`src/rtl/cpuif_pkg.sv`:
```
package cpuif_pkg;
  localparam int ID_W     = 10;
  localparam int PRIO_W   = 8;
  localparam int DATA_W   = 32;
  localparam logic [ID_W-1:0] SPURIOUS_ID = 10'd1023;
  localparam int MAX_REAL_ID = 1020;

  typedef enum logic [1:0] {
    RA_CTRL = 2'd0,
    RA_MASK = 2'd1,
    RA_ACK  = 2'd2,
    RA_EOI  = 2'd3
  } reg_addr_e;
endpackage

```
`src/rtl/cpuif_regs.sv`:
```
module cpuif_regs
  import cpuif_pkg::*;
(
  input  logic              clk,
  input  logic              rst_n,
  input  logic              wr_en,
  input  reg_addr_e         addr,
  input  logic [DATA_W-1:0] wdata,
  output logic              en_q,
  output logic [PRIO_W-1:0] mask_q
);
  always_ff @(posedge clk) begin
    if (!rst_n) begin
      en_q   <= 1'b0;
      mask_q <= '0;
    end else if (wr_en) begin
      if (addr == RA_CTRL) en_q   <= wdata[0];
      if (addr == RA_MASK) mask_q <= wdata[PRIO_W-1:0];
    end
  end

  a_r1_reset_clear: assert property (@(posedge clk)
    !rst_n |=> (!en_q && mask_q == '0));
endmodule

```
`src/rtl/cpuif_active.sv`:
```
module cpuif_active
  import cpuif_pkg::*;
#(
  parameter int NUM_SRC = 64
) (
  input  logic               clk,
  input  logic               rst_n,
  input  logic               set_en,
  input  logic [ID_W-1:0]    set_id,
  input  logic               clr_en,
  input  logic [ID_W-1:0]    clr_id,
  input  logic [ID_W-1:0]    probe_id,
  output logic               probe_busy
);
  logic [NUM_SRC-1:0] busy_q;

  for (genvar i = 0; i < NUM_SRC; i++) begin : g_slot
    always_ff @(posedge clk) begin
      if (!rst_n)
        busy_q[i] <= 1'b0;
      else if (set_en && set_id == ID_W'(i))
        busy_q[i] <= 1'b1;
      else if (clr_en && clr_id == ID_W'(i))
        busy_q[i] <= 1'b0;
    end
  end

  always_comb begin
    probe_busy = 1'b0;
    for (int i = 0; i < NUM_SRC; i++)
      if (probe_id == ID_W'(i)) probe_busy = busy_q[i];
  end

  // a take never lands on an ID that is already in service
  a_r6_no_double_take: assert property (@(posedge clk) disable iff (!rst_n)
    (set_en && set_id == probe_id) |-> !probe_busy);
endmodule

```
`src/rtl/cpuif_select.sv`:
```
module cpuif_select
  import cpuif_pkg::*;
#(
  parameter int NUM_SRC = 64
) (
  input  logic              clk,
  input  logic              rst_n,
  input  logic              cand_valid,
  input  logic [ID_W-1:0]   cand_id,
  input  logic [PRIO_W-1:0] cand_prio,
  input  logic              en,
  input  logic [PRIO_W-1:0] mask,
  input  logic              busy,
  output logic              eligible,
  output logic              irq_q
);
  logic in_range;

  assign in_range = cand_id < ID_W'(NUM_SRC);
  assign eligible = cand_valid && in_range && en && (cand_prio < mask) && !busy;

  always_ff @(posedge clk) begin
    if (!rst_n) irq_q <= 1'b0;
    else        irq_q <= eligible;
  end

  a_r5_disabled_quiet: assert property (@(posedge clk) disable iff (!rst_n)
    !en |=> !irq_q);
  a_r4_mask_blocks: assert property (@(posedge clk) disable iff (!rst_n)
    (cand_prio >= mask) |=> !irq_q);
endmodule

```
`src/rtl/cpu_ack_if.sv`:
```
module cpu_ack_if
  import cpuif_pkg::*;
#(
  parameter int NUM_SRC = 64
) (
  input  logic        clk,
  input  logic        rst_n,
  input  logic        cand_valid,
  input  logic [9:0]  cand_id,
  input  logic [7:0]  cand_prio,
  input  logic        acc_valid,
  input  logic        acc_write,
  input  logic [1:0]  acc_addr,
  input  logic [31:0] acc_wdata,
  output logic        rd_valid,
  output logic [31:0] rd_data,
  output logic        take_valid,
  output logic [9:0]  take_id,
  output logic        irq_o
);
  localparam int SRC_OK = (NUM_SRC > 0 && NUM_SRC <= MAX_REAL_ID + 1) ? 1 : 0;

  reg_addr_e         addr;
  logic              wr_en, rd_en, ack_rd, take_now, eoi_wr;
  logic              en_q, busy, eligible, irq_q;
  logic [PRIO_W-1:0] mask_q;
  logic [DATA_W-1:0] rd_next;

  assign addr     = reg_addr_e'(acc_addr);
  assign wr_en    = acc_valid && acc_write;
  assign rd_en    = acc_valid && !acc_write;
  assign ack_rd   = rd_en && addr == RA_ACK;
  assign take_now = ack_rd && eligible;
  assign eoi_wr   = wr_en && addr == RA_EOI;

  cpuif_regs u_regs (
    .clk, .rst_n, .wr_en, .addr, .wdata(acc_wdata), .en_q, .mask_q
  );

  cpuif_active #(.NUM_SRC(NUM_SRC)) u_active (
    .clk, .rst_n,
    .set_en(take_now), .set_id(cand_id),
    .clr_en(eoi_wr),   .clr_id(acc_wdata[ID_W-1:0]),
    .probe_id(cand_id), .probe_busy(busy)
  );

  cpuif_select #(.NUM_SRC(NUM_SRC)) u_sel (
    .clk, .rst_n, .cand_valid, .cand_id, .cand_prio,
    .en(en_q), .mask(mask_q), .busy, .eligible, .irq_q
  );

  always_comb begin
    rd_next = '0;
    unique case (addr)
      RA_CTRL: rd_next[0] = en_q;
      RA_MASK: rd_next[PRIO_W-1:0] = mask_q;
      RA_ACK:  rd_next[ID_W-1:0] = eligible ? cand_id : SPURIOUS_ID;
      RA_EOI:  rd_next = '0;
    endcase
  end

  always_ff @(posedge clk) begin
    if (!rst_n) begin
      rd_valid   <= 1'b0;
      rd_data    <= '0;
      take_valid <= 1'b0;
      take_id    <= '0;
    end else begin
      rd_valid   <= rd_en;
      take_valid <= take_now;
      if (rd_en)    rd_data <= rd_next;
      if (take_now) take_id <= cand_id;
    end
  end

  assign irq_o = irq_q;

  a_r2_param_ok: assert final (SRC_OK == 1);
  a_r6_take_with_read: assert property (@(posedge clk) disable iff (!rst_n)
    take_valid |-> (rd_valid && rd_data[ID_W-1:0] == take_id));
  a_r3_spurious_no_take: assert property (@(posedge clk) disable iff (!rst_n)
    (rd_valid && rd_data[ID_W-1:0] == SPURIOUS_ID) |-> !take_valid);
  a_r2_real_id: assert property (@(posedge clk) disable iff (!rst_n)
    take_valid |-> take_id <= ID_W'(MAX_REAL_ID));
endmodule

```
`config.mk`:
```
export PLATFORM = sky130hd
export DESIGN_NAME = cpu_ack_if
export DESIGN_NICKNAME = d
export VERILOG_FILES = /design/src/rtl/cpuif_pkg.sv /design/src/rtl/cpuif_regs.sv /design/src/rtl/cpuif_active.sv /design/src/rtl/cpuif_select.sv /design/src/rtl/cpu_ack_if.sv
export SDC_FILE = /design/constraint.sdc
export NUM_CORES = 1
export LEC_CHECK = 0
export ABC_AREA = 0
export BUFFER_PORTS_ARGS = -buffer_cell sky130_fd_sc_hd__buf_2
export CORE_ASPECT_RATIO = 1.2
export CORE_MARGIN = 4
export CORE_UTILIZATION = 35
export CTS_CLUSTER_DIAMETER = 120
export CTS_CLUSTER_SIZE = 12
export DETAILED_ROUTE_END_ITERATION = 7
export HOLD_SLACK_MARGIN = 0.12
export PLACE_DENSITY = 0.62
export SLEW_MARGIN = 20
export SYNTH_ARGS = -nofsm -noshare
export SYNTH_HDL_FRONTEND = slang
export SYNTH_SLANG_ARGS = --single-unit
```
`constraint.sdc`:
```
create_clock -name clk -period 3.21 [get_ports clk]
set_input_delay 0.642 -clock clk [delete_from_list [all_inputs] [get_ports clk]]
set_output_delay 0.642 -clock clk [all_outputs]
set_load 0.1 [all_outputs]
```
==> results of run 1 <==
[placed cells by master, fill, tap and decap left out, drive strengths merged, types with 22 or more instances in the layout]
master	netlist	final
a21oi	23	23
buf	44	126
conb	1	22
dfxtp	96	96
mux2i	23	23
nand2	47	47
nand3	33	33
nor2	31	31
o211ai	66	66
o21ai	22	22
o31ai	65	65
[cell type report]
| cell class | count | share of cell area [%] |
|---|---|---|
| multi-input cells | 478 | 48.50 |
| flip-flops and latches | 96 | 29.07 |
| repair buffers | 126 | 13.10 |
| well taps | 208 | 3.936 |
| clock buffers | 10 | 3.615 |
| inverters | 18 | 1.022 |
| clock inverters | 6 | 0.7570 |
[cell usage after synthesis (10+ instances only)]
| master | n | area share (%) |
|---|---|---|
| sky130_fd_sc_hd__o211ai_1 | 66 | 8.9 |
| sky130_fd_sc_hd__nand2_1 | 47 | 3.2 |
| sky130_fd_sc_hd__ha_1 | 12 | 2.7 |
| sky130_fd_sc_hd__mux2i_1 | 23 | 4.2 |
| sky130_fd_sc_hd__nand2b_1 | 11 | 1.2 |
| sky130_fd_sc_hd__o31ai_2 | 10 | 2.3 |
| sky130_fd_sc_hd__inv_1 | 18 | 1.2 |
| sky130_fd_sc_hd__nor2_1 | 31 | 2.1 |
| sky130_fd_sc_hd__a21oi_1 | 23 | 2.1 |
| sky130_fd_sc_hd__dfxtp_1 | 96 | 35 |
| sky130_fd_sc_hd__and3_1 | 10 | 1.1 |
| sky130_fd_sc_hd__buf_4 | 23 | 3.1 |
| sky130_fd_sc_hd__o31ai_1 | 55 | 7.4 |
| sky130_fd_sc_hd__o21ai_0 | 20 | 1.8 |
| sky130_fd_sc_hd__nor2b_1 | 10 | 1.1 |
| sky130_fd_sc_hd__clkbuf_1 | 29 | 2.0 |
| sky130_fd_sc_hd__nand3_1 | 33 | 3.0 |
[final timing paths]
path	start	to	cells after the start
setup reg to reg	u_active.busy_q[38]	u_active.busy_q[24]	11
hold reg to reg	take_id[2]	take_id[2]	2
hold / removal	take_id[2]	take_id[2]	2
setup / recovery	cand_id[1]	u_active.busy_q[24]	12
[sequential cells by signal, summed over array words and instances (netlist names)]
name	cells
u_active.busy_q	64
rd_valid	1
u_regs.en_q	1
u_regs.mask_q	8
rd_data	10
take_valid	1
take_id	10
u_sel.irq_q	1
[worst reg2reg max path, stage by stage, from the launching register on]
cell and delay [ns]:
sky130_fd_sc_hd__dfxtp_1 0.34, sky130_fd_sc_hd__mux2_2 0.27, sky130_fd_sc_hd__o21ai_0 0.27, sky130_fd_sc_hd__buf_4 0.18, sky130_fd_sc_hd__a21oi_1 0.06, sky130_fd_sc_hd__a211o_1 0.30, sky130_fd_sc_hd__a2111oi_2 0.33, sky130_fd_sc_hd__buf_4 0.19
sky130_fd_sc_hd__nor2_1 0.06, sky130_fd_sc_hd__o32a_2 0.27, sky130_fd_sc_hd__buf_12 0.20, sky130_fd_sc_hd__o31ai_1 0.30
[stage by stage]
step,setup WS (ns),instance area (um2)
6_report,0.1004,6611
5_1_grt,0.003376,6611
4_1_cts,0.09758,6611
3_5_place_dp,-0.2273,6322
3_3_place_gp,-0.2205,6322
2_1_floorplan,0.2576,5624
[kinds of logic (layout without fill, tap and decap cells)]
logic type,count (synthesis),after routing
buf+inv,91,160
fa+ha+maj,12,12
mux,31,31
other cells,1,22
simple gates,181,181
compound gates,232,232
flops,96,96
[power groups by stage]
| stage | clock, mW | combinational, mW | sequential (mW) |
|---|---|---|---|
| after global placement | 0 | 0.438 | 1.23 |
| after detailed placement | 0 | 0.439 | 1.23 |
| final | 1.06 | 0.446 | 1.20 |
| after global routing | 1.11 | 0.469 | 1.20 |
| after floorplan | 0 | 0.285 | 1.26 |
| after CTS | 1.06 | 0.440 | 1.20 |
[routing by layer]
metal / vias up / wire, um / share of wire [%] / GRT usage (%)
met5: - / 0 / 0 / 0
met4: 0 / 906 / 4.4 / 10.31
met3: 63 / 1520 / 7.5 / 3.421
met2: 323 / 9924 / 49 / 38.22
met1: 2675 / 8018 / 39 / 27.43
li1: 2597 / - / - / -
==> reports/results.ini, run 1 <==
[finish]
stdcell_count = 942
regArea_um2 = 1922
n_fill_cell = 1572
syn2layout_area_growth_pct = 19.22
multiInputGateArea_um2 = 3207
nets = 798
drive_above_1_share_pct = 22.34
final_util_pct = 42.44
diodes = 0

[power_and_ir_drop]
power.clock.fraction_pct = 39.1
power_switching_uw = 831.4
pwr-share-comb_pct = 16.5
switching_share_pct = 30.76
sequentialPowerShare_pct = 44.5
vdd.ir_drop.worst_mv = 0.2521
p_int_mw = 1.872
post-layout-total-power_mw = 2.703
p_leak_nw = 2.603
pd_cells_nw_per_um2 = 408.8

[detailed_routing]
drtAntennaViolNets = 0
drc = 0
routedWlPerCell_um = 21.62
detailroute.via_count = 5658
total_iterations_of_the_first_detailed_routing_run = 7
route.detailed.vias_per_inst = 6.006
finalWirelength_um = 20370
detailedRoute.firstIterationViolations = 709

[logic_synthesis]
yosysSeqAreaShare_pct = 34.66
synthXorXnorAreaFrac_pct = 0
ys.flop_type = sky130_fd_sc_hd__dfxtp_1
synth_area_per_cell_um2 = 8.611
synth.distinct_cells = 63
postSynthCellCount = 644
yosys.area_share.adder_pct = 2.708
synthArstFlopShare_pct = 0
largest_family_of_logic_cells_by_synthesized_area = compound AO/OA/AOI/OAI gates
synth.mux.area_fraction_pct = 5.776
post_synth_edffs = 0
synth-compound-area-share_pct = 31.11
syn-cell-area_um2 = 5545
synth_simple_gate_area_share_pct = 16.72
number_of_register_bits_inferred_by_synthesis = 96
ys_warn_count = 0

[clock_tree]
numClockSinks = 96
ctsLongestPathBuffers = 2
clk_latency_ns = 0.35
htree_num_levels = 3
cts_tree = yes
cts-resized-gates = 0
ctsRootBufferMaster = sky130_fd_sc_hd__clkbuf_16
tritoncts.num_buffers = 9
holdBufCountCts = 0
post_cts.repair.setup_buffers = 0
clk_pin_slew_worst_paths_ns = 0.07

[sta]
fin_hold_ws_ns = 0.4527
drv_slew = 0
final-hold-violation-count = 0
final_period_minus_worst_setup_slack_ns = 3.110
final_layout_setup_total_negative_slack_ns = 0
fin_worst_skew_ns = 0.01304
timing_worst_slew_pin_value_ns = 0.5940
timing.final.crit_share_pct = 96.87
slew-limit-headroom_pct = 60.36
grt_setup_unrepaired = no
maxClockFrequency_ghz = 0.3216
finalSetupViolCount = 0

[global_route]
grt_max_degree = 97
track_usage_pct = 22.44
grt_antenna_before_repair = 0
overflow_left_after_global_routing = 0
first_global_vias = 5561
grt_first_pass_wirelength_um = 31310

[die]
die_area_um2 = 17930
floorplan.initialDensity_pct = 35.60
top_level_ports = 102
die_h_um = 145.9
core-area_um2 = 15580
fp-row-count = 50
die_w_um = 122.9

[worst_setup_path]
worstPathArrival_ns = 3.36
path_class = in -> reg
cp_cell_instances = buf_2 -> mux2_2 -> o21ai_0 -> buf_4 -> a21oi_1 -> a211o_1 -> a2111oi_2 -> buf_4 -> nor2_1 -> o32a_2 -> buf_12 -> o31ai_1
startpoint_type = primary input
crit_slowest_cell = sky130_fd_sc_hd__mux2_2
worst_setup_path_end_kind = flop
crit_family = compound AO/OA/AOI/OAI gates
timing.critical_path.slowest_cell_delay_ns = 0.36
cp.required_ns = 3.46
critical_path_buf_inv_count = 4
ff2ff_setup_slack_ns = 0.34
critical_path_peak_fanout = 33
cpMostUsedCell = sky130_fd_sc_hd__buf_4

[place]
finalWeightedCongestion = 0.8892
detailed_place_hpwl_um = 15270
port-buffer-count = 57
place.detailed.instances = 926

[flow_run]
max_cap_viol_count = 0

[status]
run_status = completed

[hold_path]
hp-class = reg -> reg

(Power assumes the default switching activity.)
==> inputs of run 2 (changes only) <==
--- a/config.mk
+++ b/config.mk
@@ -15,6 +15,7 @@
 export DETAILED_ROUTE_END_ITERATION = 7
 export HOLD_SLACK_MARGIN = 0.12
 export PLACE_DENSITY = 0.62
+export REMOVE_ABC_BUFFERS = 1
 export SLEW_MARGIN = 20
 export SYNTH_ARGS = -nofsm -noshare
 export SYNTH_HDL_FRONTEND = slang
==> run 2 against run 1 <==
  * Worst hold slack gained 0.0059 ns
  * Sequential share of layout area down 0.27 points
  * Register-to-register slack improved by 0.16 ns
  * Critical endpoint is now u_active.busy_q[56]
  * Final area grew 0.93%
  * Maximum frequency rose by 0.51%
  * Final cell count is the same
  * Combinational power grew 0.9%
  * Count of clock-buffer cells in the layout grew 2
==> reports/results.ini, run 2 (synthesis gave the netlist of run 1 again) <==
[sta]
fin_ws_ns = 0.1163  ; was 0.1004 ns
drv_slew = 0  ; unchanged
timing_worst_slew_pin_value_ns = 0.6224  ; was 0.5940 ns
final-hold-violation-count = 0  ; unchanged
timing.final.crit_share_pct = 96.38  ; was 96.87%
fin_hold_ws_ns = 0.4586  ; was 0.4527 ns
slew-limit-headroom_pct = 58.12  ; was 60.36%
maxClockFrequency_ghz = 0.3232  ; was 0.3216 GHz
final_layout_setup_total_negative_slack_ns = 0  ; unchanged
final_period_minus_worst_setup_slack_ns = 3.094  ; was 3.110 ns
finalSetupViolCount = 0  ; unchanged
fin_worst_skew_ns = 0.01041  ; was 0.01304 ns
grt_setup_unrepaired = yes  ; was no

[power_and_ir_drop]
pd_cells_nw_per_um2 = 415.1  ; was 408.8 nW/um2
vdd.ir_drop.worst_mv = 0.2466  ; was 0.2521 mV
p_leak_nw = 2.620  ; was 2.603 nW
post-layout-total-power_mw = 2.770  ; was 2.703 mW

[die]
die_area_um2 = 17930  ; unchanged
floorplan.initialDensity_pct = 35.60  ; unchanged
die_h_um = 145.9  ; unchanged
die_w_um = 122.9  ; unchanged
top_level_ports = 102  ; unchanged
fp-row-count = 50  ; unchanged
core-area_um2 = 15580  ; unchanged

[hold_path]
hp-class = reg -> reg  ; unchanged

[place]
port-buffer-count = 57  ; unchanged
post-place-ws_ns = -0.3524  ; was -0.2273 ns
postPlaceCellArea_um2 = 6310  ; was 6322 um2
place.detailed.instances = 926  ; unchanged
detailed_place_hpwl_um = 15240  ; was 15270 um
finalWeightedCongestion = 0.9521  ; was 0.8892

[clock_tree]
ctsLongestPathBuffers = 2  ; unchanged
numClockSinks = 96  ; unchanged
tritoncts.num_buffers = 9  ; unchanged
holdBufCountCts = 0  ; unchanged
clk_latency_ns = 0.35  ; about the same
ctsRootBufferMaster = sky130_fd_sc_hd__clkbuf_16  ; unchanged
htree_num_levels = 3  ; unchanged
clk_pin_slew_worst_paths_ns = 0.07  ; about the same
post_cts.repair.setup_buffers = 0  ; unchanged
cts_tree = yes  ; unchanged

[finish]
final_util_pct = 42.84  ; was 42.44%
largest_register_ff_count = 64  ; unchanged
nets = 798  ; unchanged
drive_above_1_share_pct = 23.43  ; was 22.34%
multiInputGateArea_um2 = 3262  ; was 3207 um2
regArea_um2 = 1922  ; unchanged
final_design_area_no_fill_um2 = 6673  ; was 6611 um2
stdcell_count = 942  ; unchanged
layout_common_cells = sky130_fd_sc_hd__dfxtp_1 (96), sky130_fd_sc_hd__o211ai_1 (66), sky130_fd_sc_hd__buf_4 (65), sky130_fd_sc_hd__buf_2 (57), sky130_fd_sc_hd__o31ai_1 (48)  ; was sky130_fd_sc_hd__dfxtp_1 (96), sky130_fd_sc_hd__o211ai_1 (66), sky130_fd_sc_hd__buf_4 (64), sky130_fd_sc_hd__buf_2 (57), sky130_fd_sc_hd__o31ai_1 (55)
layout_commonest_cell = sky130_fd_sc_hd__dfxtp_1  ; unchanged
top_regs = u_active.busy_q x64, rd_data x10, take_id x10  ; unchanged
n_fill_cell = 1563  ; was 1572
syn2layout_area_growth_pct = 20.33  ; was 19.22%
largest_register = u_active.busy_q  ; unchanged
diodes = 0  ; unchanged

[worst_setup_path]
cp.required_ns = 3.46  ; about the same
critical_path_peak_fanout = 32  ; was 33
crit_family = compound AO/OA/AOI/OAI gates  ; unchanged
crit_slowest_cell = sky130_fd_sc_hd__a2111oi_2  ; was sky130_fd_sc_hd__mux2_2
critical_path_buf_inv_count = 4  ; unchanged
worstPathArrival_ns = 3.34  ; was 3.36 ns
cp_cell_instances = buf_2 -> buf_12 -> nor2b_1 -> buf_4 -> o21bai_1 -> o221ai_1 -> a21oi_1 -> a2111oi_2 -> nor2_1 -> o32a_4 -> buf_12 -> o31ai_2  ; was buf_2 -> mux2_2 -> o21ai_0 -> buf_4 -> a21oi_1 -> a211o_1 -> a2111oi_2 -> buf_4 -> nor2_1 -> o32a_2 -> buf_12 -> o31ai_1
path_class = in -> reg  ; unchanged
worst_setup_path_end_kind = flop  ; unchanged
timing.critical_path.slowest_cell_delay_ns = 0.43  ; was 0.36 ns
startpoint_type = primary input  ; unchanged
cpMostUsedCell = sky130_fd_sc_hd__buf_12  ; was sky130_fd_sc_hd__buf_4

[detailed_routing]
finalWirelength_um = 20380  ; was 20370 um
drtAntennaViolNets = 0  ; unchanged
drc = 0  ; unchanged
total_iterations_of_the_first_detailed_routing_run = 6  ; was 7
detailedRoute.firstIterationViolations = 557  ; was 709
routedWlPerCell_um = 21.64  ; was 21.62 um
detailroute.via_count = 5670  ; was 5658
route.detailed.vias_per_inst = 6.019  ; was 6.006

[global_route]
overflow_left_after_global_routing = 0  ; unchanged
grt_antenna_before_repair = 0  ; unchanged
track_usage_pct = 22.21  ; was 22.44%
first_global_vias = 5669  ; was 5561
grt_max_degree = 54  ; was 97
grt_first_pass_wirelength_um = 31190  ; was 31310 um

[status]
run_status = completed  ; unchanged

[flow_run]
max_cap_viol_count = 0  ; unchanged

[run 2: worst paths after layout]
path / from / endpoint / depth (start not counted) / slack, ns
max reg2reg: u_active.busy_q[38] / u_active.busy_q[56] / 9 / 0.50
min reg2reg: take_id[5] / take_id[5] / 2 / 0.46
max: cand_id[1] / u_active.busy_q[56] / 12 / 0.12
min: take_id[5] / take_id[5] / 2 / 0.46
[run 2: where the power goes]
part           internal (mW)  switching [mW]
Combinational          0.117           0.334
Sequential              1.20         0.00445
Clock                  0.649           0.469
Total                   1.96           0.807
[run 2: area by class of cell]
cell class                 count  area share [%]
timing repair buffer         126           12.79
inverter                      18           1.013
tap                          208           3.900
sequential                    96           28.80
clock buffer                  12           3.844
multi-input combinational    478           48.88
clock inverter                 4          0.7688
[run 2: worst reg2reg max path: cells and delay by family (launching register included)]
family | cells | cell delay (ns)
and+or+nand+nor | 1 | 0.14
muxes | 1 | 0.26
AOI/OAI and AO/OA | 6 | 1.68
buffers and inverters | 1 | 0.19
DFF | 1 | 0.34
[run 2: per-layer routing]
metal  track usage, %  up-vias  routed length [um]
met5                0        -                   0
met4            11.15        0                1100
met3            3.694       69                1543
met2            37.76      294                9771
met1            26.62     2718                7966
li1                 -     2589                   -
[run 2: repair_timing]
action / 4_1_cts / 5_1_grt
resized for setup: 1 / 9
hold endpoints to repair: 0 / 0
pin swaps: 0 / 2
gates cloned: 0 / 0
endpoints found under the setup margin: 1 / 20
